### config.mk
export PLATFORM = sky130hd
export DESIGN_NAME = ea_chain_unit
export DESIGN_NICKNAME = d
export VERILOG_FILES = /design/src/rtl/ea_chain_pkg.sv /design/src/rtl/ea_mod_decode.sv /design/src/rtl/ea_index_add.sv /design/src/rtl/ea_level_ctr.sv /design/src/rtl/ea_chain_unit.sv
export SDC_FILE = /design/constraint.sdc
export NUM_CORES = 1
export LEC_CHECK = 0
export BUFFER_PORTS_ARGS = -buffer_cell sky130_fd_sc_hd__buf_2
export CORE_ASPECT_RATIO = 0.8
export CORE_UTILIZATION = 55
export CTS_BUF_LIST = sky130_fd_sc_hd__clkbuf_8
export CTS_CLUSTER_SIZE = 25
export DETAILED_ROUTE_END_ITERATION = 6
export GPL_TIMING_DRIVEN = 0
export PLACE_DENSITY = 0.84
export SYNTH_ARGS = -nofsm -noshare
export SYNTH_HDL_FRONTEND = slang
export SYNTH_SLANG_ARGS = --single-unit
### constraint.sdc
create_clock -name clk -period 5.43 [get_ports clk]
set_input_delay 0.543 -clock clk [delete_from_list [all_inputs] [get_ports clk]]
set_output_delay 0.543 -clock clk [all_outputs]
set_load 0.01 [all_outputs]
### src/rtl/ea_chain_pkg.sv
package ea_chain_pkg;
    localparam int WORD_W   = 36;
    localparam int ADDR_W   = 18;
    localparam int XSEL_W   = 4;
    localparam int IND_POS  = 22;
    localparam int XSEL_LSB = 18;

    typedef enum logic [1:0] {
        ST_IDLE,
        ST_RESOLVE,
        ST_FETCH
    } ea_state_e;

    typedef struct packed {
        logic              ind;
        logic [XSEL_W-1:0] xsel;
        logic [ADDR_W-1:0] addr;
    } modifier_t;
endpackage

### src/rtl/ea_mod_decode.sv
module ea_mod_decode
    import ea_chain_pkg::*;
(
    input  logic [IND_POS:0] word_i,
    output modifier_t        mod_o
);
    always_comb begin
        mod_o.ind  = word_i[IND_POS];
        mod_o.xsel = word_i[XSEL_LSB +: XSEL_W];
        mod_o.addr = word_i[ADDR_W-1:0];
    end
endmodule

### src/rtl/ea_index_add.sv
module ea_index_add #(
    parameter int ADDR_W = 18,
    parameter int XSEL_W = 4
) (
    input  logic [ADDR_W-1:0] base_i,
    input  logic [XSEL_W-1:0] xsel_i,
    input  logic [ADDR_W-1:0] xdata_i,
    output logic [ADDR_W-1:0] sum_o
);
    logic [ADDR_W-1:0] offset;

    always_comb begin
        offset = (xsel_i != '0) ? xdata_i : '0;
        sum_o  = base_i + offset;
    end
endmodule

### src/rtl/ea_level_ctr.sv
module ea_level_ctr #(
    parameter int MAX_LEVELS = 32
) (
    input  logic clk,
    input  logic rst_n,
    input  logic clear_i,
    input  logic incr_i,
    output logic at_cap_o
);
    localparam int CNT_W = $clog2(MAX_LEVELS + 1);
    localparam logic [CNT_W-1:0] CAP = CNT_W'(MAX_LEVELS);

    logic [CNT_W-1:0] level_q;

    always_ff @(posedge clk or negedge rst_n) begin
        if (!rst_n)       level_q <= '0;
        else if (clear_i) level_q <= '0;
        else if (incr_i)  level_q <= level_q + 1'b1;
    end

    assign at_cap_o = (level_q == CAP);

    a_r6_level_bounded: assert property (@(posedge clk) disable iff (!rst_n)
        level_q <= CAP);

    a_r6_no_incr_at_cap: assert property (@(posedge clk) disable iff (!rst_n)
        (at_cap_o && !clear_i) |-> !incr_i);
endmodule

### src/rtl/ea_chain_unit.sv
module ea_chain_unit
    import ea_chain_pkg::*;
#(
    parameter int MAX_LEVELS = 32
) (
    input  logic              clk,
    input  logic              rst_n,
    input  logic              start_i,
    input  logic [WORD_W-1:0] instr_i,
    output logic [XSEL_W-1:0] xsel_o,
    input  logic [ADDR_W-1:0] xdata_i,
    output logic              mem_req_o,
    output logic [ADDR_W-1:0] mem_addr_o,
    input  logic              mem_valid_i,
    input  logic [WORD_W-1:0] mem_rdata_i,
    output logic              done_o,
    output logic [ADDR_W-1:0] ea_o,
    output logic              fault_o
);
    ea_state_e         state_q, state_d;
    modifier_t         cur_q;
    modifier_t         instr_mod, fetch_mod;
    logic [ADDR_W-1:0] level_sum;
    logic              at_cap;
    logic              launch, descend;

    ea_mod_decode u_dec_instr (.word_i(instr_i[IND_POS:0]),     .mod_o(instr_mod));
    ea_mod_decode u_dec_fetch (.word_i(mem_rdata_i[IND_POS:0]), .mod_o(fetch_mod));

    ea_index_add #(.ADDR_W(ADDR_W), .XSEL_W(XSEL_W)) u_add (
        .base_i (cur_q.addr),
        .xsel_i (cur_q.xsel),
        .xdata_i(xdata_i),
        .sum_o  (level_sum)
    );

    assign launch  = (state_q == ST_IDLE) && start_i;
    assign descend = (state_q == ST_RESOLVE) && cur_q.ind && !at_cap;

    ea_level_ctr #(.MAX_LEVELS(MAX_LEVELS)) u_lvl (
        .clk     (clk),
        .rst_n   (rst_n),
        .clear_i (launch),
        .incr_i  (descend),
        .at_cap_o(at_cap)
    );

    // state register
    always_ff @(posedge clk or negedge rst_n) begin
        if (!rst_n) state_q <= ST_IDLE;
        else        state_q <= state_d;
    end

    // transitions: launch, finish, overflow, descend, return
    always_comb begin
        state_d = state_q;
        unique case (state_q)
            ST_IDLE:    if (start_i) state_d = ST_RESOLVE;
            ST_RESOLVE: begin
                if (!cur_q.ind)  state_d = ST_IDLE;
                else if (at_cap) state_d = ST_IDLE;
                else             state_d = ST_FETCH;
            end
            ST_FETCH:   if (mem_valid_i) state_d = ST_RESOLVE;
            default:    state_d = ST_IDLE;
        endcase
    end

    // outputs and datapath registers
    always_ff @(posedge clk or negedge rst_n) begin
        if (!rst_n) begin
            cur_q      <= '0;
            done_o     <= 1'b0;
            fault_o    <= 1'b0;
            ea_o       <= '0;
            mem_addr_o <= '0;
        end else begin
            done_o  <= 1'b0;
            fault_o <= 1'b0;
            unique case (state_q)
                ST_IDLE:    if (start_i) cur_q <= instr_mod;
                ST_RESOLVE: begin
                    if (!cur_q.ind) begin
                        done_o <= 1'b1;
                        ea_o   <= level_sum;
                    end else if (at_cap) begin
                        fault_o <= 1'b1;
                    end else begin
                        mem_addr_o <= level_sum;
                    end
                end
                ST_FETCH:   if (mem_valid_i) cur_q <= fetch_mod;
                default: ;
            endcase
        end
    end

    assign mem_req_o = (state_q == ST_FETCH);
    assign xsel_o    = cur_q.xsel;

    a_r6_done_fault_excl: assert property (@(posedge clk) disable iff (!rst_n)
        !(done_o && fault_o));

    a_r1_done_one_cycle: assert property (@(posedge clk) disable iff (!rst_n)
        done_o |=> !done_o);

    a_r6_fault_one_cycle: assert property (@(posedge clk) disable iff (!rst_n)
        fault_o |=> !fault_o);

    a_r8_req_hold: assert property (@(posedge clk) disable iff (!rst_n)
        (mem_req_o && !mem_valid_i) |=> (mem_req_o && $stable(mem_addr_o)));

    a_r8_single_read: assert property (@(posedge clk) disable iff (!rst_n)
        (mem_req_o && mem_valid_i) |=> !mem_req_o);

    a_r6_no_req_after_fault: assert property (@(posedge clk) disable iff (!rst_n)
        fault_o |-> !mem_req_o);
endmodule

==> metrics.txt <==
# TYPE chip_impl_metric gauge
chip_impl_info{name="outcome",value="finished clean"} 1
chip_impl_metric{name="period_minus_slack",unit="ns"} 3.82
chip_impl_metric{name="drv_slew",unit=""} 0
chip_impl_metric{name="cts_hold_fix_bufs",unit=""} 0
chip_impl_metric{name="global_route_total_usage_across_every_layer",unit="%"} 28.3
chip_impl_metric{name="htree_num_levels",unit=""} 3
chip_impl_metric{name="static-leakage-power",unit="nW"} 2.33
chip_impl_metric{name="syn_nets",unit=""} 536
chip_impl_metric{name="cts.sink_count",unit=""} 69
chip_impl_metric{name="globalRoute.totalOverflow",unit=""} 0
chip_impl_metric{name="dr.first_iter.drc_count",unit=""} 175
chip_impl_metric{name="die_area",unit="sq um"} 7450
chip_impl_metric{name="drv.max_cap_violation_count",unit=""} 0
chip_impl_metric{name="drt_first_pass_iters",unit=""} 4
chip_impl_metric{name="vias_per_cell",unit=""} 5.44
chip_impl_info{name="root_buffer",value="clkbuf_8"} 1
chip_impl_metric{name="vdd.ir_drop.worst",unit="V"} 0.000285
chip_impl_metric{name="synthesis_stage_register_bit_count",unit=""} 69
chip_impl_metric{name="portBuffers",unit=""} 110
chip_impl_metric{name="finalSetupViolations",unit=""} 0
chip_impl_metric{name="net-switching-power",unit="W"} 0.00139
chip_impl_metric{name="min_period_over_period",unit="%"} 70.3
chip_impl_info{name="end_kind",value="flop"} 1
chip_impl_metric{name="setup_slack_at_placement",unit="ns"} 1.70
chip_impl_metric{name="worst_case_clock_buffer_depth",unit=""} 2
chip_impl_metric{name="maxClockFrequency",unit="MHz"} 262
chip_impl_metric{name="cts_buffers",unit=""} 9
chip_impl_metric{name="fin_worst_skew",unit="ns"} 0.00870
chip_impl_metric{name="synth_cell_types",unit=""} 49
chip_impl_metric{name="fillCellCount",unit=""} 563
chip_impl_metric{name="register_area",unit="sq um"} 1730
chip_impl_metric{name="post_synth.cell_area_avg",unit="sq um"} 9.27
chip_impl_metric{name="final.setup.worst_slack",unit="ns"} 1.61
chip_impl_info{name="worst_setup_path_start_kind",value="flop"} 1
chip_impl_metric{name="route.detailed.drc",unit=""} 0
chip_impl_metric{name="gp_congestion",unit=""} 0.898
chip_impl_metric{name="num_rows",unit=""} 27
chip_impl_metric{name="worst-path-max-fanout",unit=""} 10
chip_impl_metric{name="area_occupied_by_multi_input_gates",unit="sq um"} 2020
chip_impl_metric{name="core-area",unit="sq um"} 6890
chip_impl_metric{name="clock_insertion_delay_worst_skew",unit="ns"} 0.35
chip_impl_metric{name="design.portCount",unit=""} 137
chip_impl_info{name="rr_startpoint",value="xsel_o[3]$_DFFE_PN0P_"} 1
chip_impl_metric{name="power.internal",unit="W"} 0.00165
chip_impl_metric{name="utilization",unit="%"} 69.1
chip_impl_metric{name="grt_start_max_net_pins",unit=""} 70
chip_impl_metric{name="fin_nets",unit=""} 657
chip_impl_metric{name="power_switching_share",unit="%"} 45.8
chip_impl_metric{name="slew_headroom",unit="%"} 40.4
chip_impl_metric{name="total_power",unit="W"} 0.00304
chip_impl_metric{name="synth_warn",unit=""} 0
chip_impl_metric{name="fin_worst_hold_slack",unit="ns"} 0.304
chip_impl_metric{name="finalWirelength",unit="um"} 9800
chip_impl_metric{name="quantity_of_gates_resized_following_cts",unit=""} 0
chip_impl_metric{name="width_of_the_chip",unit="um"} 96.3
chip_impl_metric{name="comb_power_share",unit="%"} 57.0
chip_impl_metric{name="power.density_cell_area",unit="nW/um^2"} 638
chip_impl_metric{name="clk_network_pwr_share",unit="%"} 13.5
chip_impl_metric{name="tns",unit="ns"} 0
chip_impl_metric{name="floorplan.initialDensity",unit="%"} 56.8
chip_impl_info{name="rsz_0062_raised_after_global_routing",value="false"} 1
chip_impl_metric{name="antenna_violations_before_repair",unit=""} 0
chip_impl_metric{name="wl_per_cell",unit="um"} 15.4
chip_impl_metric{name="worst_ep_arrival_time",unit="ns"} 4.04
chip_impl_metric{name="post_cts_buffers",unit=""} 0
chip_impl_metric{name="cp.required",unit="ns"} 5.65
chip_impl_metric{name="dieHeight",unit="um"} 77.4
chip_impl_metric{name="via_count_of_the_first_global_routing_pass",unit=""} 3362
chip_impl_metric{name="timing_hold_violations_final",unit=""} 0
chip_impl_metric{name="post_synthesis_instance_total",unit=""} 422
chip_impl_metric{name="clk_transition_reported_paths",unit="ns"} 0.08
chip_impl_metric{name="p_seq_share",unit="%"} 29.5
chip_impl_metric{name="antenna_violating_nets_post_route",unit=""} 0
chip_impl_info{name="reg2reg_to",value="ea_o[17]$_DFFE_PN0P_"} 1
chip_impl_info{name="hold_path_class",value="primary input to async pin"} 1
chip_impl_info{name="cell_taking_the_most_area_after_synthesis",value="dfrtp_1"} 1
chip_impl_metric{name="measured_slew_at_the_worst_slew_check_pin",unit="ns"} 0.886
chip_impl_info{name="cts_tree",value="built"} 1
chip_impl_metric{name="post_synth_instance_area",unit="sq um"} 3910
chip_impl_metric{name="area_delta_synth_final",unit="%"} 21.8
chip_impl_metric{name="dr_total_vias",unit=""} 3457
chip_impl_metric{name="dp_hpwl",unit="um"} 7520
chip_impl_metric{name="ys_seq_area_share",unit="%"} 44.1
chip_impl_metric{name="layout-drive-gt1-share",unit="%"} 27.4
chip_impl_metric{name="ff2ff_setup_slack",unit="ns"} 1.61
chip_impl_metric{name="yosysTopAreaCellShare",unit="%"} 44.1
chip_impl_info{name="worstSetupPathType",value="flop to flop"} 1
chip_impl_metric{name="first_pass_grt_wire_length",unit="um"} 16000
chip_impl_info{name="netlist_top_cells_area",value="dfrtp_1 44%, nand2_1 7.7%, o21ai_0 7.2%"} 1
chip_impl_metric{name="reg2regPathDepth",unit=""} 10
chip_impl_info{name="origin_of_the_worst_setup_path",value="xsel_o[3]$_DFFE_PN0P_"} 1
chip_impl_metric{name="n_antenna_cell",unit=""} 0
==> registers in the layout, summed over array words and instances, names as in the netlist <==
| register | cells |
|---|---|
| cur_q | 19 |
| done_o | 1 |
| ea_o | 18 |
| fault_o | 1 |
| mem_addr_o | 18 |
| state_q | 2 |
| u_lvl.level_q | 6 |
| xsel_o | 4 |
==> cell usage in the layout (no fill, tap or decap), drive strengths merged, types with 2 or more instances in the layout <==
cell / n
a21oi: 23
nor3: 5
or2: 2
nor2: 12
inv: 11
mux2i: 23
nand4: 10
o21a: 5
dfrtp: 69
a31oi: 4
or3b: 3
clkbuf: 22
nor2b: 19
nand2b: 5
a21o: 2
nand3: 5
o31ai: 2
xnor2: 8
clkinv: 2
o21ai: 58
o211ai: 3
ha: 19
xor2: 10
nor3b: 3
a211oi: 2
buf: 124
a21boi: 2
mux2: 2
nand2: 80
==> Yosys cell counts, drive strengths merged <==
cell type	n
nand2	80
dfrtp	69
o21ai	58
a21oi	23
mux2i	23
ha	19
nor2b	19
buf	14
clkbuf	13
nor2	12
nand4	10
xor2	10
inv	8
xnor2	8
nand2b	5
nand3	5
nor3	5
o21a	5
a31oi	4
nor3b	3
o211ai	3
or3b	3
a211oi	2
a21boi	2
a21o	2
mux2	2
o31ai	2
or2	2
a2111oi	1
a221oi	1
and2	1
and3	1
and4	1
fa	1
nand3b	1
nand4b	1
nor4	1
o21bai	1
o31a	1
==> metal layers <==
layer,GRT usage [%],vias to the layer above,part of all wire (%)
li1,-,1698,-
met1,38.8,1596,46
met2,45.0,152,45
met3,6.18,11,7.1
met4,7.91,0,1.2
met5,0,-,0
==> cell families (layout without fill, tap and decap cells) <==
group / Yosys count / count (layout) / synth area share [%]
AO/OA/AOI/OAI: 105 / 105 / 15.9
XOR/XNOR: 18 / 18 / 4.03
adder cells (fa/ha/maj): 20 / 20 / 6.59
buffers and inverters: 35 / 161 / 4.19
flip-flops: 69 / 69 / 44.1
multiplexers: 25 / 25 / 6.46
AND/OR/NAND/NOR: 150 / 150 / 18.7
==> cell type report <==
class	instances	area share (%)
multi-input cells	318	42.4
flip-flops and latches	69	36.2
repair buffers	110	11.6
plain buffers	27	2.81
clock buffers	9	2.60
well taps	87	2.28
clock inverters	7	1.42
inverters	8	0.630
==> power groups by stage <==
stage	Clock, W	Sequential [W]	Combinational (W)
finish	0.000411	0.000897	0.00173
global route	0.000439	0.000923	0.00195
detailed placement	0	0.000905	0.00171
floorplan	0	0.000942	0.00113
CTS	0.000418	0.000896	0.00173
global placement	0	0.000893	0.00165
==> worst max path at each step <==
stage,end,slack [ns],cells past startpoint
after detailed placement,ea_o[17]$_DFFE_PN0P_,1.70,11
after CTS,ea_o[17]$_DFFE_PN0P_,1.65,11
after global placement,mem_addr_o[17]$_DFFE_PN0P_,1.73,10
after floorplan,ea_o[17]$_DFFE_PN0P_,2.47,11
after global routing,mem_addr_o[17]$_DFFE_PN0P_,1.38,10
final,ea_o[17]$_DFFE_PN0P_,1.61,10
==> worst max-delay path, cell delays in order (launching register included) <==
cell,delay [ns]
dfrtp_1,0.42
nor4_2,0.80
clkbuf_1,0.43
nor2b_1,0.11
ha_1,0.38
a21oi_2,0.28
o21ai_0,0.19
a221oi_1,0.28
or3b_1,0.40
xnor2_1,0.31
o21ai_1,0.10
==> per-stage QoR <==
| stage | cells | cell area (sq um) |
|---|---|---|
| floorplan | 422 | 3910 |
| global placement | 619 | 4570 |
| detailed placement | 619 | 4570 |
| CTS | 635 | 4760 |
| global route | 635 | 4760 |
| finish | 635 | 4760 |
(Power assumes the default switching activity.)
